File: src/rtl/irrf_pkg.sv
package irrf_pkg;
   localparam logic [7:0]  IDX_DEVID = 8'h00;
   localparam logic [7:0]  IDX_VER   = 8'h01;
   localparam logic [7:0]  IDX_ARB   = 8'h02;
   localparam int unsigned TBL_BASE  = 16;
   localparam int unsigned OFF_SEL   = 0;
   localparam int unsigned OFF_WIN   = 16;
   localparam logic [2:0]  ACC_BYTES = 3'd4;

   // bits kept on a write; every other bit is reserved and stored as zero
   localparam logic [31:0] KEEP_LO   = 32'h0001_AFFF;
   localparam logic [31:0] KEEP_HI   = 32'hFF00_0000;
   localparam logic [31:0] LO_RESET  = 32'h0001_0000;

   typedef struct packed {
      logic [7:0] dest;
      logic       mask;
      logic       level;
      logic       polarity;
      logic       logical;
      logic [2:0] mode;
      logic [7:0] vector;
   } route_fields_t;

   function automatic route_fields_t unpack_entry(input logic [31:0] lo, input logic [31:0] hi);
      route_fields_t f;
      f.vector   = lo[7:0];
      f.mode     = lo[10:8];
      f.logical  = lo[11];
      f.polarity = lo[13];
      f.level    = lo[15];
      f.mask     = lo[16];
      f.dest     = hi[31:24];
      return f;
   endfunction
endpackage

File: src/rtl/irrf_decode.sv
module irrf_decode
   import irrf_pkg::*;
#(
   parameter int ADDR_W      = 8,
   parameter int NUM_ENTRIES = 24
)(
   input  logic                   clk,
   input  logic                   rst_n,
   input  logic                   bus_valid,
   input  logic                   bus_write,
   input  logic [ADDR_W-1:0]      bus_addr,
   input  logic [2:0]             bus_bytes,
   input  logic [7:0]             sel,
   output logic                   legal,
   output logic                   acc_sel,
   output logic                   hit_id,
   output logic                   hit_ver,
   output logic                   hit_arb,
   output logic                   hit_tbl,
   output logic                   hit_hi,
   output logic [$clog2(NUM_ENTRIES)-1:0] tbl_idx,
   output logic                   wr_sel,
   output logic                   wr_id,
   output logic                   wr_arb,
   output logic [NUM_ENTRIES-1:0] we_lo,
   output logic [NUM_ENTRIES-1:0] we_hi,
   output logic                   fault_q,
   output logic                   undef_q
);
   localparam int IDX_W   = $clog2(NUM_ENTRIES);
   localparam int TBL_END = TBL_BASE + 2 * NUM_ENTRIES;

   logic       acc_win;
   logic       known;
   logic [9:0] sel_w;
   logic [9:0] tbl_off;

   always_comb begin
      legal   = bus_valid && (bus_bytes == ACC_BYTES) &&
                ((bus_addr == ADDR_W'(OFF_SEL)) || (bus_addr == ADDR_W'(OFF_WIN)));
      acc_sel = legal && (bus_addr == ADDR_W'(OFF_SEL));
      acc_win = legal && (bus_addr == ADDR_W'(OFF_WIN));
      sel_w   = {2'b00, sel};
      tbl_off = sel_w - 10'(TBL_BASE);
      hit_id  = (sel == IDX_DEVID);
      hit_ver = (sel == IDX_VER);
      hit_arb = (sel == IDX_ARB);
      hit_tbl = (sel_w >= 10'(TBL_BASE)) && (sel_w < 10'(TBL_END));
      hit_hi  = sel[0];
      tbl_idx = IDX_W'(tbl_off >> 1);
      known   = hit_id || hit_ver || hit_arb || hit_tbl;
      wr_sel  = acc_sel && bus_write;
      wr_id   = acc_win && bus_write && hit_id;
      wr_arb  = acc_win && bus_write && hit_arb;
   end

   for (genvar e = 0; e < NUM_ENTRIES; e++) begin : g_we
      always_comb begin
         we_lo[e] = acc_win && bus_write && hit_tbl && !hit_hi && (tbl_idx == IDX_W'(e));
         we_hi[e] = acc_win && bus_write && hit_tbl &&  hit_hi && (tbl_idx == IDX_W'(e));
      end
   end

   always_ff @(posedge clk) begin
      if (!rst_n) begin
         fault_q <= 1'b0;
         undef_q <= 1'b0;
      end else begin
         fault_q <= bus_valid && !legal;
         undef_q <= acc_win && !known;
      end
   end


   flags_exclusive_chk: assert property (@(posedge clk) disable iff (!rst_n)
      !(fault_q && undef_q));

   one_half_written_chk: assert property (@(posedge clk) disable iff (!rst_n)
      $onehot0({we_lo, we_hi}));

   fault_only_after_access_chk: assert property (@(posedge clk) disable iff (!rst_n)
      (bus_valid && !legal) |=> fault_q);
endmodule

File: src/rtl/irrf_entry.sv
module irrf_entry
   import irrf_pkg::*;
(
   input  logic        clk,
   input  logic        rst_n,
   input  logic        we_lo,
   input  logic        we_hi,
   input  logic [31:0] wdata,
   output logic [31:0] lo_q,
   output logic [31:0] hi_q
);
   always_ff @(posedge clk) begin
      if (!rst_n) begin
         lo_q <= LO_RESET;
         hi_q <= '0;
      end else begin
         if (we_lo) lo_q <= wdata & KEEP_LO;
         if (we_hi) hi_q <= wdata & KEEP_HI;
      end
   end


   reserved_zero_chk: assert property (@(posedge clk) disable iff (!rst_n)
      ((lo_q & ~KEEP_LO) == '0) && ((hi_q & ~KEEP_HI) == '0));

   hi_untouched_chk: assert property (@(posedge clk) disable iff (!rst_n)
      !we_hi |=> $stable(hi_q));

   lo_untouched_chk: assert property (@(posedge clk) disable iff (!rst_n)
      !we_lo |=> $stable(lo_q));
endmodule

File: src/rtl/irrf_rdmux.sv
module irrf_rdmux
   import irrf_pkg::*;
#(
   parameter int          NUM_ENTRIES = 24,
   parameter logic [7:0]  VERSION     = 8'h11
)(
   input  logic                               legal,
   input  logic                               acc_sel,
   input  logic                               hit_id,
   input  logic                               hit_ver,
   input  logic                               hit_arb,
   input  logic                               hit_tbl,
   input  logic                               hit_hi,
   input  logic [$clog2(NUM_ENTRIES)-1:0]     tbl_idx,
   input  logic [7:0]                         sel,
   input  logic [3:0]                         id,
   input  logic [3:0]                         arb,
   input  logic [NUM_ENTRIES-1:0][31:0]       ent_lo,
   input  logic [NUM_ENTRIES-1:0][31:0]       ent_hi,
   output logic [31:0]                        word
);
   localparam int IDX_W = $clog2(NUM_ENTRIES);
   localparam logic [31:0] VER_WORD = {8'h00, 8'(NUM_ENTRIES - 1), 8'h00, VERSION};

   logic [NUM_ENTRIES-1:0][31:0] term;
   logic [31:0]                  tbl_word;

   for (genvar e = 0; e < NUM_ENTRIES; e++) begin : g_term
      always_comb begin
         if (tbl_idx == IDX_W'(e)) term[e] = hit_hi ? ent_hi[e] : ent_lo[e];
         else                      term[e] = '0;
      end
   end

   always_comb begin
      tbl_word = '0;
      for (int e = 0; e < NUM_ENTRIES; e++) tbl_word = tbl_word | term[e];
      if (!legal)        word = '0;
      else if (acc_sel)  word = {24'h0, sel};
      else if (hit_id)   word = {4'h0, id, 24'h0};
      else if (hit_ver)  word = VER_WORD;
      else if (hit_arb)  word = {4'h0, arb, 24'h0};
      else if (hit_tbl)  word = tbl_word;
      else               word = '0;
   end
endmodule

File: src/rtl/irq_route_regs.sv
module irq_route_regs
   import irrf_pkg::*;
#(
   parameter int         NUM_ENTRIES = 24,
   parameter int         ADDR_W      = 8,
   parameter logic [7:0] VERSION     = 8'h11,
   parameter logic [3:0] RESET_ID    = 4'h1
)(
   input  logic                     clk,
   input  logic                     rst_n,
   input  logic                     bus_valid,
   input  logic                     bus_write,
   input  logic [ADDR_W-1:0]        bus_addr,
   input  logic [2:0]               bus_bytes,
   input  logic [31:0]              bus_wdata,
   output logic [31:0]              bus_rdata,
   output logic                     bus_fault,
   output logic                     reg_undef,
   output logic [3:0]               dev_id,
   output logic [3:0]               arb_id,
   output logic [8*NUM_ENTRIES-1:0] ent_vector,
   output logic [3*NUM_ENTRIES-1:0] ent_mode,
   output logic [NUM_ENTRIES-1:0]   ent_logical,
   output logic [NUM_ENTRIES-1:0]   ent_polarity,
   output logic [NUM_ENTRIES-1:0]   ent_level,
   output logic [NUM_ENTRIES-1:0]   ent_mask,
   output logic [8*NUM_ENTRIES-1:0] ent_dest
);
   localparam int IDX_W = $clog2(NUM_ENTRIES);

   if (NUM_ENTRIES < 2 || NUM_ENTRIES > 120) begin : g_bad_entries
      $error("NUM_ENTRIES must lie in 2..120");
   end
   if (ADDR_W < 5) begin : g_bad_addr
      $error("ADDR_W must reach offset 16");
   end

   logic                         legal, acc_sel;
   logic                         hit_id, hit_ver, hit_arb, hit_tbl, hit_hi;
   logic [IDX_W-1:0]             tbl_idx;
   logic                         wr_sel, wr_id, wr_arb;
   logic [NUM_ENTRIES-1:0]       we_lo, we_hi;
   logic [7:0]                   sel_q;
   logic [3:0]                   id_q, arb_q;
   logic [31:0]                  rd_word;
   logic [NUM_ENTRIES-1:0][31:0] ent_lo, ent_hi;

   irrf_decode #(.ADDR_W(ADDR_W), .NUM_ENTRIES(NUM_ENTRIES)) u_decode (
      .clk(clk), .rst_n(rst_n), .bus_valid(bus_valid), .bus_write(bus_write),
      .bus_addr(bus_addr), .bus_bytes(bus_bytes), .sel(sel_q),
      .legal(legal), .acc_sel(acc_sel), .hit_id(hit_id), .hit_ver(hit_ver),
      .hit_arb(hit_arb), .hit_tbl(hit_tbl), .hit_hi(hit_hi), .tbl_idx(tbl_idx),
      .wr_sel(wr_sel), .wr_id(wr_id), .wr_arb(wr_arb),
      .we_lo(we_lo), .we_hi(we_hi), .fault_q(bus_fault), .undef_q(reg_undef)
   );

   for (genvar e = 0; e < NUM_ENTRIES; e++) begin : g_entry
      route_fields_t f;
      irrf_entry u_entry (
         .clk(clk), .rst_n(rst_n), .we_lo(we_lo[e]), .we_hi(we_hi[e]),
         .wdata(bus_wdata), .lo_q(ent_lo[e]), .hi_q(ent_hi[e])
      );
      always_comb begin
         f                 = unpack_entry(ent_lo[e], ent_hi[e]);
         ent_vector[8*e+:8] = f.vector;
         ent_mode[3*e+:3]   = f.mode;
         ent_logical[e]     = f.logical;
         ent_polarity[e]    = f.polarity;
         ent_level[e]       = f.level;
         ent_mask[e]        = f.mask;
         ent_dest[8*e+:8]   = f.dest;
      end
   end

   irrf_rdmux #(.NUM_ENTRIES(NUM_ENTRIES), .VERSION(VERSION)) u_rdmux (
      .legal(legal), .acc_sel(acc_sel), .hit_id(hit_id), .hit_ver(hit_ver),
      .hit_arb(hit_arb), .hit_tbl(hit_tbl), .hit_hi(hit_hi), .tbl_idx(tbl_idx),
      .sel(sel_q), .id(id_q), .arb(arb_q), .ent_lo(ent_lo), .ent_hi(ent_hi),
      .word(rd_word)
   );

   always_ff @(posedge clk) begin
      if (!rst_n) begin
         sel_q     <= '0;
         id_q      <= RESET_ID;
         arb_q     <= RESET_ID;
         bus_rdata <= '0;
      end else begin
         if (wr_sel) sel_q <= bus_wdata[7:0];
         if (wr_id)  id_q  <= bus_wdata[27:24];
         if (wr_arb) arb_q <= bus_wdata[27:24];
         if (bus_valid && !bus_write) bus_rdata <= rd_word;
      end
   end

   assign dev_id = id_q;
   assign arb_id = arb_q;


   sel_capture_chk: assert property (@(posedge clk) disable iff (!rst_n)
      (bus_valid && bus_write && bus_bytes == 3'd4 && bus_addr == '0)
      |=> sel_q == $past(bus_wdata[7:0]));

   arb_hold_chk: assert property (@(posedge clk) disable iff (!rst_n)
      !(bus_valid && bus_write) |=> $stable(arb_id));

   id_hold_chk: assert property (@(posedge clk) disable iff (!rst_n)
      !(bus_valid && bus_write) |=> $stable(dev_id));

   rdata_hold_chk: assert property (@(posedge clk) disable iff (!rst_n)
      !(bus_valid && !bus_write) |=> $stable(bus_rdata));

   illegal_read_zero_chk: assert property (@(posedge clk) disable iff (!rst_n)
      (bus_valid && !bus_write && bus_bytes != 3'd4) |=> bus_rdata == '0);
endmodule

File: config.mk
export PLATFORM = sky130hd
export DESIGN_NAME = irq_route_regs
export DESIGN_NICKNAME = d
export VERILOG_FILES = /design/src/rtl/irrf_pkg.sv /design/src/rtl/irrf_decode.sv /design/src/rtl/irrf_entry.sv /design/src/rtl/irrf_rdmux.sv /design/src/rtl/irq_route_regs.sv
export SDC_FILE = /design/constraint.sdc
export NUM_CORES = 1
export LEC_CHECK = 0
export BUFFER_PORTS_ARGS = -buffer_cell sky130_fd_sc_hd__buf_2
export CAP_MARGIN = 25
export CORE_AREA = 2 2 250 252
export CTS_BUF_LIST = sky130_fd_sc_hd__clkbuf_4
export CTS_CLUSTER_DIAMETER = 50
export CTS_CLUSTER_SIZE = 40
export DETAILED_ROUTE_END_ITERATION = 6
export DIE_AREA = 0 0 252 254
export SYNTH_ARGS = -nofsm -noshare
export SYNTH_HDL_FRONTEND = slang
export SYNTH_SLANG_ARGS = --single-unit
File: constraint.sdc
create_clock -name clk -period 4.07 [get_ports clk]
set_input_delay 0.6105 -clock clk [delete_from_list [all_inputs] [get_ports clk]]
set_output_delay 0.6105 -clock clk [all_outputs]
set_load 0.05 [all_outputs]
==> results of run 1 <==
## synth_stat cells, drive strengths merged, types with 5 or more instances
master | number | area (sq um)
a2111oi | 9 | 78.8
a21oi | 569 | 2850
a221oi | 10 | 87.6
a222oi | 8 | 80.1
a22o | 10 | 87.6
a22oi | 208 | 1560
a31oi | 6 | 37.5
a32oi | 11 | 96.3
and3 | 26 | 163
buf | 66 | 382
clkbuf | 197 | 739
dfxtp | 594 | 11900
inv | 7 | 26.3
mux2i | 13 | 130
nand2 | 1266 | 4750
nand3 | 61 | 310
nand4 | 29 | 181
nor2 | 94 | 548
nor2b | 10 | 62.6
nor3 | 18 | 90.1
nor3b | 6 | 45.0
nor4 | 8 | 65.1
nor4b | 5 | 43.8
o21ai | 12 | 60.1
o22ai | 5 | 31.3
o31ai | 6 | 45.0
## registers in the layout, indices dropped and copies added (netlist names)
register and cells:
g_entry.u_entry.lo_q 360, g_entry.u_entry.hi_q 192, bus_rdata 24, sel_q 8
arb_id 4, dev_id 4, u_decode.fault_q 1, u_decode.undef_q 1
## power groups by stage
| stage | Clock (mW) | Combinational (mW) | Sequential, mW |
|---|---|---|---|
| finish | 3.79 | 0.312 | 5.82 |
| global route | 3.97 | 0.315 | 5.82 |
| CTS | 3.76 | 0.296 | 5.82 |
| detailed placement | 0 | 0.295 | 5.94 |
| global placement | 0 | 0.295 | 5.94 |
| floorplan | 0 | 0.178 | 5.95 |
## kinds of logic after synthesis
logic type	share of synthesized area
compound gates	0.206
buf+inv	0.0463
flops	0.478
other cells	0.000151
mux	0.00750
fa+ha+maj	0.00101
simple gates	0.261
## worst paths after layout
kind | startpoint | endpoint | slack (ns) | cells after the start
min | bus_write | sel_q[2]$_SDFFE_PN0P_ | 0.06 | 3
max | sel_q[5]$_SDFFE_PN0P_ | bus_rdata[2]$_SDFFE_PN0P_ | 0.45 | 10
max reg2reg | sel_q[5]$_SDFFE_PN0P_ | bus_rdata[2]$_SDFFE_PN0P_ | 0.45 | 10
min reg2reg | sel_q[5]$_SDFFE_PN0P_ | sel_q[5]$_SDFFE_PN0P_ | 0.47 | 2
## worst max-delay path: stages (launching register included)
cell and delay (ns):
dfxtp_1 0.36, inv_1 0.10, ha_1 0.38, buf_4 0.28, nand3b_1 0.27, nor2_2 0.07, buf_4 0.22, a2111oi_0 0.80
nand3_1 0.15, o31ai_1 0.68, a31oi_1 0.16
## final cells by class
class / count / area (sq um) / share of cell area
antenna: 3 / 7.51 / 0.000253
clock inverter: 43 / 515 / 0.0174
inverter: 8 / 37.5 / 0.00126
timing repair buffer: 709 / 3840 / 0.129
clock buffer: 68 / 510 / 0.0172
tap: 790 / 988 / 0.0333
multi-input combinational: 2444 / 11900 / 0.401
sequential: 594 / 11900 / 0.401
## through the flow
stage                     setup slack (ns)   util  cells  cell area [sq um]  total power, mW
final                                0.448  0.485   4659              29700             9.92
after CTS                            0.679  0.484   4655              29700             9.87
after detailed placement             0.606  0.468   4543              28600             6.24
after floorplan                      0.986      -   3309              24900             6.13
after global placement               0.633  0.467   4542              28600             6.24
after global routing                 0.461  0.485   4657              29700             10.1
## per-layer routing
layer	global-route usage	vias up	share of wire	routed length, um
met5	0	-	0.0011	159
met4	0.183	6	0.053	7520
met3	0.158	344	0.16	22700
met2	0.590	2395	0.40	57400
met1	0.578	13600	0.38	54000
li1	-	12300	-	-
==> results.txt, run 1 <==
Outcome -> finished clean
Arr. time, crit path -> 4.45 ns
Via count -> 28700
Mapped Area -> 24900 sq um
CTS Root Cell -> clkbuf_4
Max transition margin -> 0.241
Port Buf Inserts -> 625
Max frequency -> 276 MHz
# clock sinks -> 594
HP Class -> in -> reg
Skew-Pair Late Insertion Delay -> 1.00 ns
Core Rows -> 91
Synth Warn # -> 0
Worst-case clock buffer depth -> 3
CP required -> 4.90 ns
Initial DRT Pass Iterations -> 6
Leakage -> 11.7 nW
H-tree levels -> 2
Worst vdd ir -> 0.000181 V
# setup viols final -> 0
Worst setup EP type -> flop
Initial DRC Count -> 4802
Die area -> 64000 sq um
CP startpoint kind -> flop
PostCTS Resize Cnt -> 0
Global-route wire length before repair -> 193000 um
Switching power -> 2.66 mW
Part of the cycle the worst path needs -> 0.890
Worst-Margin Slew -> 1.14 ns
Mean area per synthesized cell -> 7.52 sq um
Sequential share of the synthesized area -> 0.478
Final hold vios -> 0
CTS Buf Count -> 60
Post-synthesis register bit count -> 594
Internal -> 7.26 mW
Final slew viol count -> 0
Initial antenna violation count -> 5
Async SR Flop Fraction -> 0
RSZ-0062 raised after global routing -> no
Clock network fraction of design power -> 0.382
Vias in the first global route -> 24700
Crit-path max FO -> 30
Nets@finish -> 3866
Switching share of power -> 0.268
CTS tree -> built
Commonest non-fill, non-tap cell in the layout -> nand2_1
Total track usage -> 0.423
Largest net degree at the start of global routing -> 172
Comb power frac -> 0.031
Ys flop type -> dfxtp_1
Layout cell share with drive strength beyond 1 -> 0.230
Setup repair bufs after CTS -> 0
Share of power burned in registers -> 0.587
MaxCap Viol Count -> 0
Final wirelength -> 142000 um
Count of cell types in the netlist -> 61
Initial core utilization -> 0.406
WS Path Type -> reg -> reg
Die W -> 252 um
HPWL Detailed -> 105000 um
Syn Inst Count -> 3304
Antenna-violating nets left -> 0
Post-synth EDFFs -> 0
DR WL/cell -> 30.4 um
Filler instances -> 6257
Min Hold Slack -> 0.0641 ns
Core area -> 61300 sq um
# hold bufs at CTS -> 1
Pwr dens -> 334 nW/um^2
Die Span Y -> 254 um
Placer congestion estimate -> 1.02
Setup tns final -> 0 ns
Residual DRC -> 0
Skew final -> 0.0587 ns
Via/cell ratio -> 6.15
Clock transition at path regs -> 0.16 ns
Most frequent cells in the layout -> 1266 x nand2_1, 625 x buf_2, 594 x dfxtp_1, 569 x a21oi_1, 208 x a22oi_1
GRT overflow -> 0
Area grow syn2layout -> 19.4%
Fin crit period -> 3.62 ns
Top Ports -> 641
Note: power is estimated with default switching activity, not from simulation.
==> run 2, diff against run 1 <==
ABC_AREA = 1   (was unset)
CORE_AREA = 2 2 253 255   (was 2 2 250 252)
DIE_AREA = 0 0 255 257   (was 0 0 252 254)
==> run 2 against run 1 <==
Effect of this change:
- first-iteration DRC count shrank 46%
- final area shrank 1.2%
- highest routed layer is now met4
- fmax is 4.3% higher
- utilization shrank 1.7 points
- power is 1.6% higher
- synthesized cell count shrank 3.9%
- setup slack improved by 0.15 ns
- non-clock buffer count grew 20
- wire length decreased by 21%
- cell count shrank 1.2%
- clock power up 4%
==> results.txt, run 2 <==
Initial core utilization -> 0.382 (-0.0240)
# setup viols final -> 0 (unchanged)
Total track usage -> 0.329 (-0.0933)
Synth Warn # -> 0 (unchanged)
Setup tns final -> 0 ns (unchanged)
Final slew viol count -> 0 (unchanged)
CTS Buf Count -> 70 (+17%)
Part of the cycle the worst path needs -> 0.853 (-0.0369)
Initial DRT Pass Iterations -> 6 (unchanged)
CP startpoint kind -> flop
Pwr dens -> 344 nW/um^2 (+2.8%)
Worst vdd ir -> 0.000245 V (+35%)
Setup ws final -> 0.598 ns (+0.150 ns)
Skew-Pair Late Insertion Delay -> 0.88 ns (-0.12 ns)
Top Ports -> 641 (unchanged)
Register name with the most flops -> g_entry.u_entry.lo_q
Critical path, cell by cell -> inv_2 -> ha_1 -> buf_4 -> buf_4 -> nand2_1 -> inv_2 -> nand2_1 -> nand3_1 -> nor3_1 -> nand4_1 -> a21oi_1 -> nor2_1
CTS tree -> built
Arr. time, crit path -> 4.21 ns (-0.24 ns)
# clock sinks -> 594 (unchanged)
Mean area per synthesized cell -> 7.55 sq um (+0.31%)
Antenna-violating nets left -> 0 (unchanged)
Top cells by area, synth -> dfxtp_1 50%, a21oi_1 12%, o21ai_0 10%
CP max-delay cell -> dfxtp_1
Skew final -> 0.0720 ns (+0.0133 ns)
R2R cell count -> 12 (+2)
Met2 usage -> 0.539 (-0.0516)
Placed instance area -> 28000 sq um (-2.1%)
Ys flop type -> dfxtp_1
Post-synthesis register bit count -> 594 (unchanged)
MaxCap Viol Count -> 0 (unchanged)
Initial antenna violation count -> 3 (-2)
Met1 global-route usage -> 0.405 (-0.173)
HP Class -> in -> reg
Final wirelength -> 112000 um (-21%)
Via count -> 25300 (-12%)
Crit-path max FO -> 20 (-33%)
Nets@finish -> 3752 (-2.9%)
Final Cell Area -> 29300 sq um (-1.2%)
Max frequency -> 288 MHz (+4.3%)
Core area -> 62700 sq um (+2.4%)
Residual DRC -> 0 (unchanged)
Outcome -> finished clean
WHS Path Cells -> 3 (unchanged)
DR WL/cell -> 24.4 um (-20%)
Final hold vios -> 0 (unchanged)
Most frequent cells in the layout -> 624 x buf_2, 622 x nand2_1, 594 x dfxtp_1, 565 x a21oi_1, 500 x o21ai_0
Async SR Flop Fraction -> 0 (unchanged)
Fin crit period -> 3.47 ns (-0.150 ns)
Commonest cells post-synth -> 622 x nand2_1, 594 x dfxtp_1, 565 x a21oi_1, 500 x o21ai_0, 179 x clkbuf_1
Layout cell share with drive strength beyond 1 -> 0.246 (+0.0157)
Top Registers -> g_entry.u_entry.lo_q x360, g_entry.u_entry.hi_q x192, bus_rdata x24
Die W -> 255 um (+1.2%)
Largest register FFs -> 360 (unchanged)
Commonest non-fill, non-tap cell in the layout -> buf_2
Vias in the first global route -> 22700 (-7.9%)
Worst-case clock buffer depth -> 3 (unchanged)
# hold bufs at CTS -> 14 (+13)
Sequential share of the synthesized area -> 0.496 (+0.0181)
Core Rows -> 92 (+1.1%)
Syn Inst Count -> 3174 (-3.9%)
Pre-CTS setup slack -> 0.685 ns (+0.0788 ns)
Leakage -> 13.7 nW (+18%)
Count of cell types in the netlist -> 36 (-41%)
WS Path Type -> reg -> reg
Crit path largest cell delay -> 0.55 ns (-0.25 ns)
Mapped Area -> 24000 sq um (-3.6%)
Setup repair bufs after CTS -> 0 (unchanged)
Global-route wire length before repair -> 159000 um (-18%)
Largest net degree at the start of global routing -> 132 (-23%)
CTS Root Cell -> clkbuf_4
Top-count cell post-synth -> nand2_1
Area share of the largest cell type after synthesis -> 0.496 (+0.0181)
Die Span Y -> 257 um (+1.2%)
RSZ-0062 raised after global routing -> no
Port Buf Inserts -> 625 (unchanged)
Clock transition at path regs -> 0.16 ns (about the same)
Met3 Usage GRT -> 0.0757 (-0.0822)
Max transition margin -> 0.282 (+0.0409)
Initial DRC Count -> 2606 (-46%)
HPWL Detailed -> 81400 um (-22%)
Die area -> 65500 sq um (+2.4%)
Post-synth EDFFs -> 0 (unchanged)
Placer congestion estimate -> 0.896 (-12%)
Area grow syn2layout -> 22.4%
Final Util -> 0.468 (-0.0171)
Worst-Margin Slew -> 1.08 ns (-0.0603 ns)
PostCTS Resize Cnt -> 0 (unchanged)
CP required -> 4.81 ns (-0.09 ns)
Post-synth top area cell -> dfxtp_1
GRT overflow -> 0 (unchanged)
Via/cell ratio -> 5.49 (-11%)
Gr busiest metal -> met2
Worst setup EP type -> flop
H-tree levels -> 3 (+1)
## run 2: logic make-up after synthesis
family | Yosys count | synth area share
AOI/OAI and AO/OA | 1209 | 0.265
and+or+nand+nor | 973 | 0.169
DFF | 594 | 0.496
buffers and inverters | 395 | 0.0679
other | 1 | 0.000157
adders and majority gates | 2 | 0.00104
## run 2: final timing paths
check / slack, ns / from / to
setup / recovery: 0.60 / sel_q[4]$_SDFFE_PN0P_ / bus_rdata[6]$_SDFFE_PN0P_
setup reg to reg: 0.60 / sel_q[4]$_SDFFE_PN0P_ / bus_rdata[6]$_SDFFE_PN0P_
hold / removal: 0.14 / bus_wdata[29] / g_entry[14].u_entry.hi_q[29]$_SDFFE_PN0P_
hold reg to reg: 0.48 / bus_rdata[15]$_SDFFE_PN0P_ / bus_rdata[15]$_SDFFE_PN0P_
## run 2: cell type report
type                       count  area [sq um]
fill                        6516         33400
sequential                   594         11900
multi-input combinational   2190         10600
timing repair buffer         729          4220
tap                          846          1060
clock inverter                51           574
clock buffer                  75           563
inverter                     118           443
antenna                        1          2.50
## run 2: critical path: cells and delay by family (launching register included)
family	cells	cell delay [ns]
flip-flops	1	0.55
buffers and inverters	4	0.82
AO/OA/AOI/OAI	1	0.20
adder cells (fa/ha/maj)	1	0.42
AND/OR/NAND/NOR	6	1.31
## run 2: metal layers
metal | routed length (um) | up-vias
met5 | 0 | -
met4 | 5950 | 0
met3 | 10300 | 230
met2 | 52900 | 1212
met1 | 43000 | 11900
li1 | - | 11900
## run 2: power by group
part	internal, mW	switching, mW
combinational	0.0826	0.251
sequential	5.82	0.000111
clock	1.40	2.53
total	7.30	2.78
## run 2: through the flow
stage               cells  hold WS (ns)  power [mW]
CTS                  4602        0.0283        10.1
global route         4604        0.0948        10.4
finish               4604         0.139        10.1
detailed placement   4462         0.455        6.26
floorplan            3179         0.449        6.12
global placement     4452         0.454        6.23
